<file path="config.mk">
export PLATFORM = sky130hd
export DESIGN_NAME = lin_victim_select
export DESIGN_NICKNAME = d
export VERILOG_FILES = /design/src/rtl/lin_pkg.sv /design/src/rtl/lin_recency_stack.sv /design/src/rtl/lin_cost_store.sv /design/src/rtl/lin_score_argmin.sv /design/src/rtl/lin_victim_select.sv
export SDC_FILE = /design/constraint.sdc
export NUM_CORES = 1
export LEC_CHECK = 0
export BUFFER_PORTS_ARGS = -buffer_cell sky130_fd_sc_hd__buf_2
export CAP_MARGIN = 20
export CORE_MARGIN = 2
export CORE_UTILIZATION = 45
export DETAILED_ROUTE_END_ITERATION = 10
export SLEW_MARGIN = 20
export SYNTH_ARGS = -nofsm -noshare
export SYNTH_HDL_FRONTEND = slang
export SYNTH_SLANG_ARGS = --single-unit
</file>
<file path="constraint.sdc">
create_clock -name clk -period 34.8 [get_ports clk]
set_input_delay 1.74 -clock clk [delete_from_list [all_inputs] [get_ports clk]]
set_output_delay 1.74 -clock clk [all_outputs]
set_load 0.01 [all_outputs]
</file>
<file path="src/rtl/lin_pkg.sv">
package lin_pkg;
  localparam int unsigned LIN_WAYS_DEF     = 16;
  localparam int unsigned LIN_COST_W_DEF   = 3;
  localparam int unsigned LIN_WEIGHT_W_DEF = 3;

  // Width that holds (WAYS-1) + (2^WEIGHT_W-1)*(2^COST_W-1) without overflow.
  function automatic int unsigned lin_score_w(input int unsigned pos_w,
                                              input int unsigned cost_w,
                                              input int unsigned weight_w);
    return pos_w + cost_w + weight_w + 1;
  endfunction
endpackage

</file>
<file path="src/rtl/lin_recency_stack.sv">
module lin_recency_stack #(
  parameter int unsigned WAYS  = 16,
  parameter int unsigned POS_W = $clog2(WAYS),
  parameter int unsigned IDX_W = $clog2(WAYS)
) (
  input  logic                            clk,
  input  logic                            rst_n,
  input  logic                            upd_en,
  input  logic [IDX_W-1:0]                upd_way,
  output logic [WAYS-1:0][POS_W-1:0]      pos_q
);
  localparam logic [POS_W-1:0] TOP_POS = POS_W'(WAYS - 1);

  logic [POS_W-1:0]             old_pos;
  logic [WAYS-1:0][POS_W-1:0]   pos_d;
  logic [WAYS-1:0]              pos_we;

  assign old_pos = pos_q[upd_way];

  always_comb begin
    for (int i = 0; i < WAYS; i++) begin
      pos_d[i]  = pos_q[i];
      pos_we[i] = 1'b0;
      if (upd_en) begin
        if (upd_way == IDX_W'(i)) begin
          pos_d[i]  = TOP_POS;
          pos_we[i] = 1'b1;
        end else if (pos_q[i] > old_pos) begin
          pos_d[i]  = pos_q[i] - 1'b1;
          pos_we[i] = 1'b1;
        end
      end
    end
  end

  for (genvar g = 0; g < WAYS; g++) begin : g_pos
    always_ff @(posedge clk or negedge rst_n) begin
      if (!rst_n) begin
        pos_q[g] <= POS_W'(g);
      end else if (pos_we[g]) begin
        pos_q[g] <= pos_d[g];
      end
    end
  end
endmodule

</file>
<file path="src/rtl/lin_cost_store.sv">
module lin_cost_store #(
  parameter int unsigned WAYS   = 16,
  parameter int unsigned COST_W = 3,
  parameter int unsigned IDX_W  = $clog2(WAYS)
) (
  input  logic                         clk,
  input  logic                         rst_n,
  input  logic                         wr_en,
  input  logic [IDX_W-1:0]             wr_way,
  input  logic [COST_W-1:0]            wr_cost,
  output logic [WAYS-1:0][COST_W-1:0]  cost_q
);
  for (genvar g = 0; g < WAYS; g++) begin : g_cost
    logic we;
    assign we = wr_en && (wr_way == IDX_W'(g));
    always_ff @(posedge clk or negedge rst_n) begin
      if (!rst_n) begin
        cost_q[g] <= '0;
      end else if (we) begin
        cost_q[g] <= wr_cost;
      end
    end
  end
endmodule

</file>
<file path="src/rtl/lin_score_argmin.sv">
module lin_score_argmin #(
  parameter int unsigned WAYS     = 16,
  parameter int unsigned POS_W    = $clog2(WAYS),
  parameter int unsigned IDX_W    = $clog2(WAYS),
  parameter int unsigned COST_W   = 3,
  parameter int unsigned WEIGHT_W = 3,
  parameter int unsigned SCORE_W  = POS_W + COST_W + WEIGHT_W + 1
) (
  input  logic [WAYS-1:0][POS_W-1:0]   pos,
  input  logic [WAYS-1:0][COST_W-1:0]  cost,
  input  logic [WAYS-1:0]              valid,
  input  logic [WEIGHT_W-1:0]          weight,
  output logic [IDX_W-1:0]             pick
);
  localparam int unsigned KEY_W = SCORE_W + 1;

  logic [WAYS-1:0][KEY_W-1:0] key;

  // Key MSB = valid, so every invalid way (key 0) sorts ahead of any valid one.
  for (genvar g = 0; g < WAYS; g++) begin : g_score
    logic [SCORE_W-1:0] score;
    assign score  = SCORE_W'(pos[g]) + SCORE_W'(weight) * SCORE_W'(cost[g]);
    assign key[g] = valid[g] ? {1'b1, score} : '0;
  end

  logic [KEY_W-1:0] best_key;

  always_comb begin
    best_key = key[0];
    pick     = '0;
    for (int i = 1; i < WAYS; i++) begin
      if (key[i] < best_key) begin
        best_key = key[i];
        pick     = IDX_W'(i);
      end
    end
  end
endmodule

</file>
<file path="src/rtl/lin_victim_select.sv">
module lin_victim_select #(
  parameter int unsigned WAYS     = lin_pkg::LIN_WAYS_DEF,
  parameter int unsigned COST_W   = lin_pkg::LIN_COST_W_DEF,
  parameter int unsigned WEIGHT_W = lin_pkg::LIN_WEIGHT_W_DEF,
  parameter int unsigned IDX_W    = $clog2(WAYS)
) (
  input  logic                 clk,
  input  logic                 rst_n,
  input  logic                 hit_en,
  input  logic [IDX_W-1:0]     hit_way,
  input  logic                 fill_en,
  input  logic [IDX_W-1:0]     fill_way,
  input  logic [COST_W-1:0]    fill_cost,
  input  logic [WAYS-1:0]      way_valid,
  input  logic                 mode_lru,
  input  logic [WEIGHT_W-1:0]  cost_weight,
  output logic [IDX_W-1:0]     victim_way
);
  localparam int unsigned POS_W   = $clog2(WAYS);
  localparam int unsigned SCORE_W = lin_pkg::lin_score_w(POS_W, COST_W, WEIGHT_W);

  logic                         upd_en;
  logic [IDX_W-1:0]             upd_way;
  logic [WEIGHT_W-1:0]          eff_weight;
  logic [WAYS-1:0][POS_W-1:0]   pos_q;
  logic [WAYS-1:0][COST_W-1:0]  cost_q;

  // A fill takes priority over a hit in the same cycle.
  assign upd_en     = hit_en | fill_en;
  assign upd_way    = fill_en ? fill_way : hit_way;
  assign eff_weight = mode_lru ? '0 : cost_weight;

  lin_recency_stack #(.WAYS(WAYS), .POS_W(POS_W), .IDX_W(IDX_W)) u_stack (
    .clk     (clk),
    .rst_n   (rst_n),
    .upd_en  (upd_en),
    .upd_way (upd_way),
    .pos_q   (pos_q)
  );

  lin_cost_store #(.WAYS(WAYS), .COST_W(COST_W), .IDX_W(IDX_W)) u_cost (
    .clk     (clk),
    .rst_n   (rst_n),
    .wr_en   (fill_en),
    .wr_way  (fill_way),
    .wr_cost (fill_cost),
    .cost_q  (cost_q)
  );

  lin_score_argmin #(
    .WAYS(WAYS), .POS_W(POS_W), .IDX_W(IDX_W),
    .COST_W(COST_W), .WEIGHT_W(WEIGHT_W), .SCORE_W(SCORE_W)
  ) u_argmin (
    .pos    (pos_q),
    .cost   (cost_q),
    .valid  (way_valid),
    .weight (eff_weight),
    .pick   (victim_way)
  );
endmodule

</file>
After elaboration in Yosys (flattened, before gate mapping). Cells that the tools add are included. Widths: inputs -> output; s select.

Register bits: 112. Bits of input ports: 35. Output and inout bits: 4.

$add $sub $neg: 32. $mul: 16. Magnitude comparators: 32. Equality and inequality tests: 30. Multiplexer cells: 129. Bitwise operators: 1. Reduce and logical (&&, ||, !) cells: 50.

Operator list (count): $mux 12 (30); $lt 12x12->1 (15); $mux 4 (42); $add 4x6->7 (16); $mul 3x3->6 (16); $eq 4x4->1 const B (16); $gt 4x4->1 (16); $sub 4x1->4 const B (16); $mux 1 (49); $reduce_and 3->1 (16); $eq 4x3->1 const B (8); $reduce_bool 2->1 (16); $bmux 4 s4 (1); $eq 4x2->1 const B (4); $logic_and 1x1->1 (16); $mux 3 (5); $eq 4x1->1 const B (2); $logic_not 4->1 (2); $lt 4x5->1 const B (1); $mux 2 (2); $or 1x1->1 (1).

Depth between registers and ports, before layout.
Depth after elaboration: 34. Depth in mapped cells: 152. Depth with buffers taken out: 143.

Hierarchy. From an unflattened synthesis, not the netlist that was laid out.

Cell total of the unflattened synthesis: 2255. Area, all modules: 19449.9 um2.

Modules (own cells, without submodules): lin_score_argmin (instances 1, cells an instance 1446, area each 11275.8 um2, sequential area each 0.0 um2); lin_recency_stack (instances 1, cells an instance 678, area each 6209.7 um2, sequential area each 1641.6 um2); lin_cost_store (instances 1, cells an instance 123, area each 1894.3 um2, sequential area each 1201.2 um2); lin_victim_select (instances 1, cells an instance 8, area each 70.1 um2, sequential area each 0.0 um2).

Worst setup path after synthesis. Ideal clock, no wire load.

Kind: input -> output. Start point: input cost_weight[0]. End point: output victim_way[3]. Data arrival time: 29333 ps. Path slack: 3727 ps. Stages on the path: 145. Buffers on the path: 9. Cells stage by stage: nor2b_1 clkbuf_1 clkbuf_1 nand2_1 fa_1 inv_1 fa_1 inv_1 fa_1 nor2b_1 o21a_1 o21ai_0 nand3b_1 inv_1 ha_1 a21oi_1 o21ai_0 nor2_2 [... 109 more ...] inv_1 ha_1 a21o_1 a21oi_1 nor2_1 nor2_1 o21ai_0 a41oi_1 a21oi_1 buf_2 mux2_2 ha_1 and4_1 o211ai_1 o211a_1 o31ai_2 nand3_1 or4_1.

Cells in the longest elaborated chain, start to end: 34. Elaborated cells between the ends (all ways): 86. Classes of those cells: add/sub (16); mul (16); order compare (15); mux (39).

RTL lines: start, declared (line lin_victim_select.sv:16) `input logic [WEIGHT_W-1:0] cost_weight,`; $mux 3 (*) (line lin_victim_select.sv:31) `assign eff_weight = mode_lru ? '0 : cost_weight;`; $mul 3x3->6 (line lin_score_argmin.sv:22) `assign score = SCORE_W'(pos[g]) + SCORE_W'(weight) * SCORE_W'(cost[g]);`; $add 4x6->7 (line lin_score_argmin.sv:22); $mux 12 (line lin_score_argmin.sv:23) `assign key[g] = valid[g] ? {1'b1, score} : '0;`; $lt 12x12->1 (line lin_score_argmin.sv:32) `if (key[i] < best_key) begin`; $mux 12 (line lin_score_argmin.sv:32); $lt 12x12->1 (line lin_score_argmin.sv:32); $mux 12 (line lin_score_argmin.sv:32); [... 18 more ...]; $lt 12x12->1 (line lin_score_argmin.sv:32); $mux 12 (line lin_score_argmin.sv:32); $lt 12x12->1 (line lin_score_argmin.sv:32); $mux 12 (line lin_score_argmin.sv:32); $lt 12x12->1 (line lin_score_argmin.sv:32); $mux 12 (line lin_score_argmin.sv:32); $lt 12x12->1 (line lin_score_argmin.sv:32); $mux 4 (*) (line lin_score_argmin.sv:32); end, declared (line lin_victim_select.sv:17) `output logic [IDX_W-1:0] victim_way`.

Mark *: on every way between the ends. The rest lies on a longest branch, timed or not.

Worst setup path in the final report.
Start point: input mode_lru. End point: output victim_way[3].

Cells in the longest elaborated chain, start to end: 34. Elaborated cells between the ends (all ways): 86. Classes of those cells: add/sub (16); mul (16); order compare (15); mux (39).

RTL lines: start, declared (line lin_victim_select.sv:15) `input logic mode_lru,`; $mux 3 (*) (line lin_victim_select.sv:31); $mul 3x3->6 (line lin_score_argmin.sv:22); $add 4x6->7 (line lin_score_argmin.sv:22); $mux 12 (line lin_score_argmin.sv:23); $lt 12x12->1 (line lin_score_argmin.sv:32); $mux 12 (line lin_score_argmin.sv:32); $lt 12x12->1 (line lin_score_argmin.sv:32); $mux 12 (line lin_score_argmin.sv:32); [... 18 more ...]; $lt 12x12->1 (line lin_score_argmin.sv:32); $mux 12 (line lin_score_argmin.sv:32); $lt 12x12->1 (line lin_score_argmin.sv:32); $mux 12 (line lin_score_argmin.sv:32); $lt 12x12->1 (line lin_score_argmin.sv:32); $mux 12 (line lin_score_argmin.sv:32); $lt 12x12->1 (line lin_score_argmin.sv:32); $mux 4 (*) (line lin_score_argmin.sv:32).

Marked as above.

==> results.sh <==
export IMPL_status="complete, no violations"
export IMPL_syn_area_per_cell_sq_um=8.50
export IMPL_wire_per_inst_um=18.7
export IMPL_cts_root_buf="clkbuf_16"
export IMPL_hold_violations=0
export IMPL_port_buffers=38
export IMPL_r2r_slack_ps=30940
export IMPL_yosysTopAreaCell="ha_1"
export IMPL_tightest_slew_ps=962
export IMPL_antenna_found_initial=1
export IMPL_synth_fa_ha_area_frac=0.313
export IMPL_powerDensity_nw_per_um2=88.6
export IMPL_dp_cells=2627
export IMPL_post_route_drc_count=0
export IMPL_worst_r2r_path_depth=11
export IMPL_crit_arrival_ps=31070
export IMPL_wirelength_mm=49.5
export IMPL_slew_headroom=0.340
export IMPL_crit_family="compound AO/OA/AOI/OAI gates"
export IMPL_floorplan_initialDensity=0.459
export IMPL_reg2reg_from="u_stack.pos_q[47]"
export IMPL_synth_compound_area_frac=0.196
export IMPL_grt_use_total=0.244
export IMPL_finalSetupViolCount=0
export IMPL_min_path_cells=2
export IMPL_fin_skew_ps=9.98
export IMPL_yosysTopAreaCellShare=0.241
export IMPL_min_from="u_stack.pos_q[58]"
export IMPL_synth_simple_area_share=0.190
export IMPL_synthXorXnorAreaFrac=0.0192
export IMPL_clk_latency_ps=370
export IMPL_htreeDepth=3
export IMPL_drtIter0Drc=753
export IMPL_cp_common_cell="ha_1"
export IMPL_slowest_stage="fa_1"
export IMPL_grt_pass1_vias=15544
export IMPL_utilization=0.496
export IMPL_drtAntennaViolNets=0
export IMPL_slew_viol_final=0
export IMPL_cts_buffers=9
export IMPL_synthTopCellsByArea="ha_1 24%, dfrtp_1 11%, fa_1 7.2%, and2_1 5.4%, inv_1 5.1%"
export IMPL_grt_pass1_wl_mm=80.3
export IMPL_cts_sinks=112
export IMPL_fin_ws_ps=1990
export IMPL_viasPerCell=5.77
export IMPL_synth_seq_area_share=0.160
export IMPL_ys_types=82
export IMPL_endpoint_kind="primary output"
export IMPL_grt_overflow_total=0
export IMPL_synth_edf_count=0
export IMPL_gp_congestion=0.921
export IMPL_fp_row_count=72
export IMPL_drv_cap=0
export IMPL_p_leak_nw=9.83
export IMPL_fmax_ghz=0.0305
export IMPL_syn_inst=2095
export IMPL_die_y_um=203
export IMPL_synth_net_count=2537
export IMPL_drive_gt1_frac=0.120
export IMPL_synth_top_family_by_area="adder cells"
export IMPL_fin_crit_sh=0.943
export IMPL_hold_path_class="reg -> reg"
export IMPL_clk_pin_slew_ps=80
export IMPL_required_ps=33060
export IMPL_path_max_fanout=14
export IMPL_fp_coreArea_sq_um=38800
export IMPL_worst_hold_path_endpoint="u_stack.pos_q[58]"
export IMPL_io_pins=39
export IMPL_final_cells=2655
export IMPL_synth_most_common_cell="ha_1"
export IMPL_cts_buffer_depth=2
export IMPL_drt_first_pass_iters=5
export IMPL_grt_max_degree=58
export IMPL_place_ws_ps=-703
export IMPL_area_growth_pct=8.08
export IMPL_netlist_top_cells_count="343 x ha_1, 240 x inv_1, 180 x nand2_1"
export IMPL_crit_type="in -> out"
export IMPL_ys_async_sr_fraction=1.00
export IMPL_die_area_sq_um=41200
export IMPL_synth_main_ff_cell="dfrtp_1"
export IMPL_worst_path_buf_inv=7
export IMPL_start_kind="input pin"
export IMPL_vias=15315
export IMPL_dp_hpwl_mm=40.9
export IMPL_r2r_end="u_stack.pos_q[23]"
export IMPL_cts_tree="done"
export IMPL_syn_area_sq_um=17800
export IMPL_synth_seq_cells=112
export IMPL_min_period_ps=32810
export IMPL_fin_tns_setup_ps=0
export IMPL_synth_mux_area_frac=0.0622
export IMPL_die_x_um=203
export IMPL_slowest_delay_ps=550
export IMPL_timing_hold_ws_ps=514
export IMPL_antenna_cells=0
export IMPL_synth_warnings=0
export IMPL_fin_nets=2574
export IMPL_peakVddDrop_uv=55.3
## registers in the layout, summed over array words and instances (netlist names)
name and count:
u_stack.pos_q 64, u_cost.cost_q 48
## metal layers
metal | vias up | track usage | routed length, um | share of wire
li1 | 7481 | - | - | -
met1 | 7412 | 0.301 | 21300 | 0.43
met2 | 334 | 0.440 | 24400 | 0.49
met3 | 88 | 0.0239 | 1970 | 0.040
met4 | 0 | 0.0902 | 1810 | 0.037
met5 | - | 0 | 0 | 0
## layout make-up
| class | instances | area (sq um) |
|---|---|---|
| Sequential cell | 112 | 2840 |
| Multi-Input combinational cell | 1704 | 14200 |
| Clock inverter | 7 | 87.6 |
| Tap cell | 518 | 648 |
| Clock buffer | 9 | 225 |
| Inverter | 240 | 901 |
| Fill cell | 3786 | 19600 |
| Timing Repair Buffer | 65 | 395 |
## repair_timing
action                     CTS  global route
resized for setup            4            43
setup endpoints to repair    4             4
hold buffers                 0             0
gates cloned                 0             1
pin swaps                    0             3
buffers inserted             0            11
## how the worst max path moves through the flow
stage	startpoint	endpoint	slack, ps	cells past startpoint
floorplan	cost_weight[0]	victim_way[3]	3730	145
global placement	mode_lru	victim_way[3]	70	135
detailed placement	mode_lru	victim_way[3]	-700	133
CTS	mode_lru	victim_way[3]	90	133
global route	mode_lru	victim_way[3]	-130	133
finish	mode_lru	victim_way[3]	1990	129
## where the power goes
part	leakage, nW	internal, mW	switching, mW
logic	8.40	0.550	0.766
registers	1.28	0.195	0.0860
clock network	0.148	0.0517	0.0571
## per-stage QoR
step / instance area [sq um] / total power [mW]
6_report: 19300 / 1.71
3_3_place_gp: 18600 / 1.51
5_1_grt: 19300 / 1.89
2_1_floorplan: 17800 / 1.18
3_5_place_dp: 18600 / 1.53
4_1_cts: 19000 / 1.65
## cells by family (layout without fill, tap and decap cells)
logic type      after synthesis  count (layout)
xor+xnor                     39              39
simple gates                657             657
buf+inv                     280             321
fa+ha+maj                   407             407
mux                          84              84
flops                       112             112
compound gates              516             517
## cells in the final DEF (no fill, tap or decap), drive strengths merged, types with 6 or more instances in the layout
cell / synthesis / layout
o221ai: 7 / 7
nand3: 33 / 33
fa: 64 / 64
and3: 13 / 13
and2: 154 / 154
clkbuf: 35 / 9
or2: 11 / 11
inv: 240 / 242
o21ai: 74 / 74
nor2: 106 / 106
nand2: 181 / 181
a41o: 8 / 8
mux4: 16 / 16
a21o: 71 / 71
mux2i: 14 / 14
a31o: 6 / 6
dfstp: 32 / 32
buf: 5 / 65
nand4b: 6 / 6
a31oi: 24 / 24
o21a: 27 / 27
ha: 343 / 343
nor2b: 68 / 68
nor3b: 13 / 13
nor3: 19 / 19
xnor2: 39 / 39
a21boi: 9 / 9
a211o: 16 / 16
o211ai: 11 / 11
o22ai: 18 / 18
a21oi: 164 / 165
dfrtp: 80 / 80
o211a: 19 / 19
nand4: 9 / 9
a211oi: 11 / 11
mux2: 54 / 54
nand2b: 26 / 26
## worst reg2reg max path: cells and delay by family, from the launching register on
family	cells	cell delay, ps
compound gates	4	1290
fa+ha+maj	1	170
buf+inv	1	340
flops	1	430
mux	2	810
simple gates	3	730
Note: power is estimated with default switching activity, not from simulation.
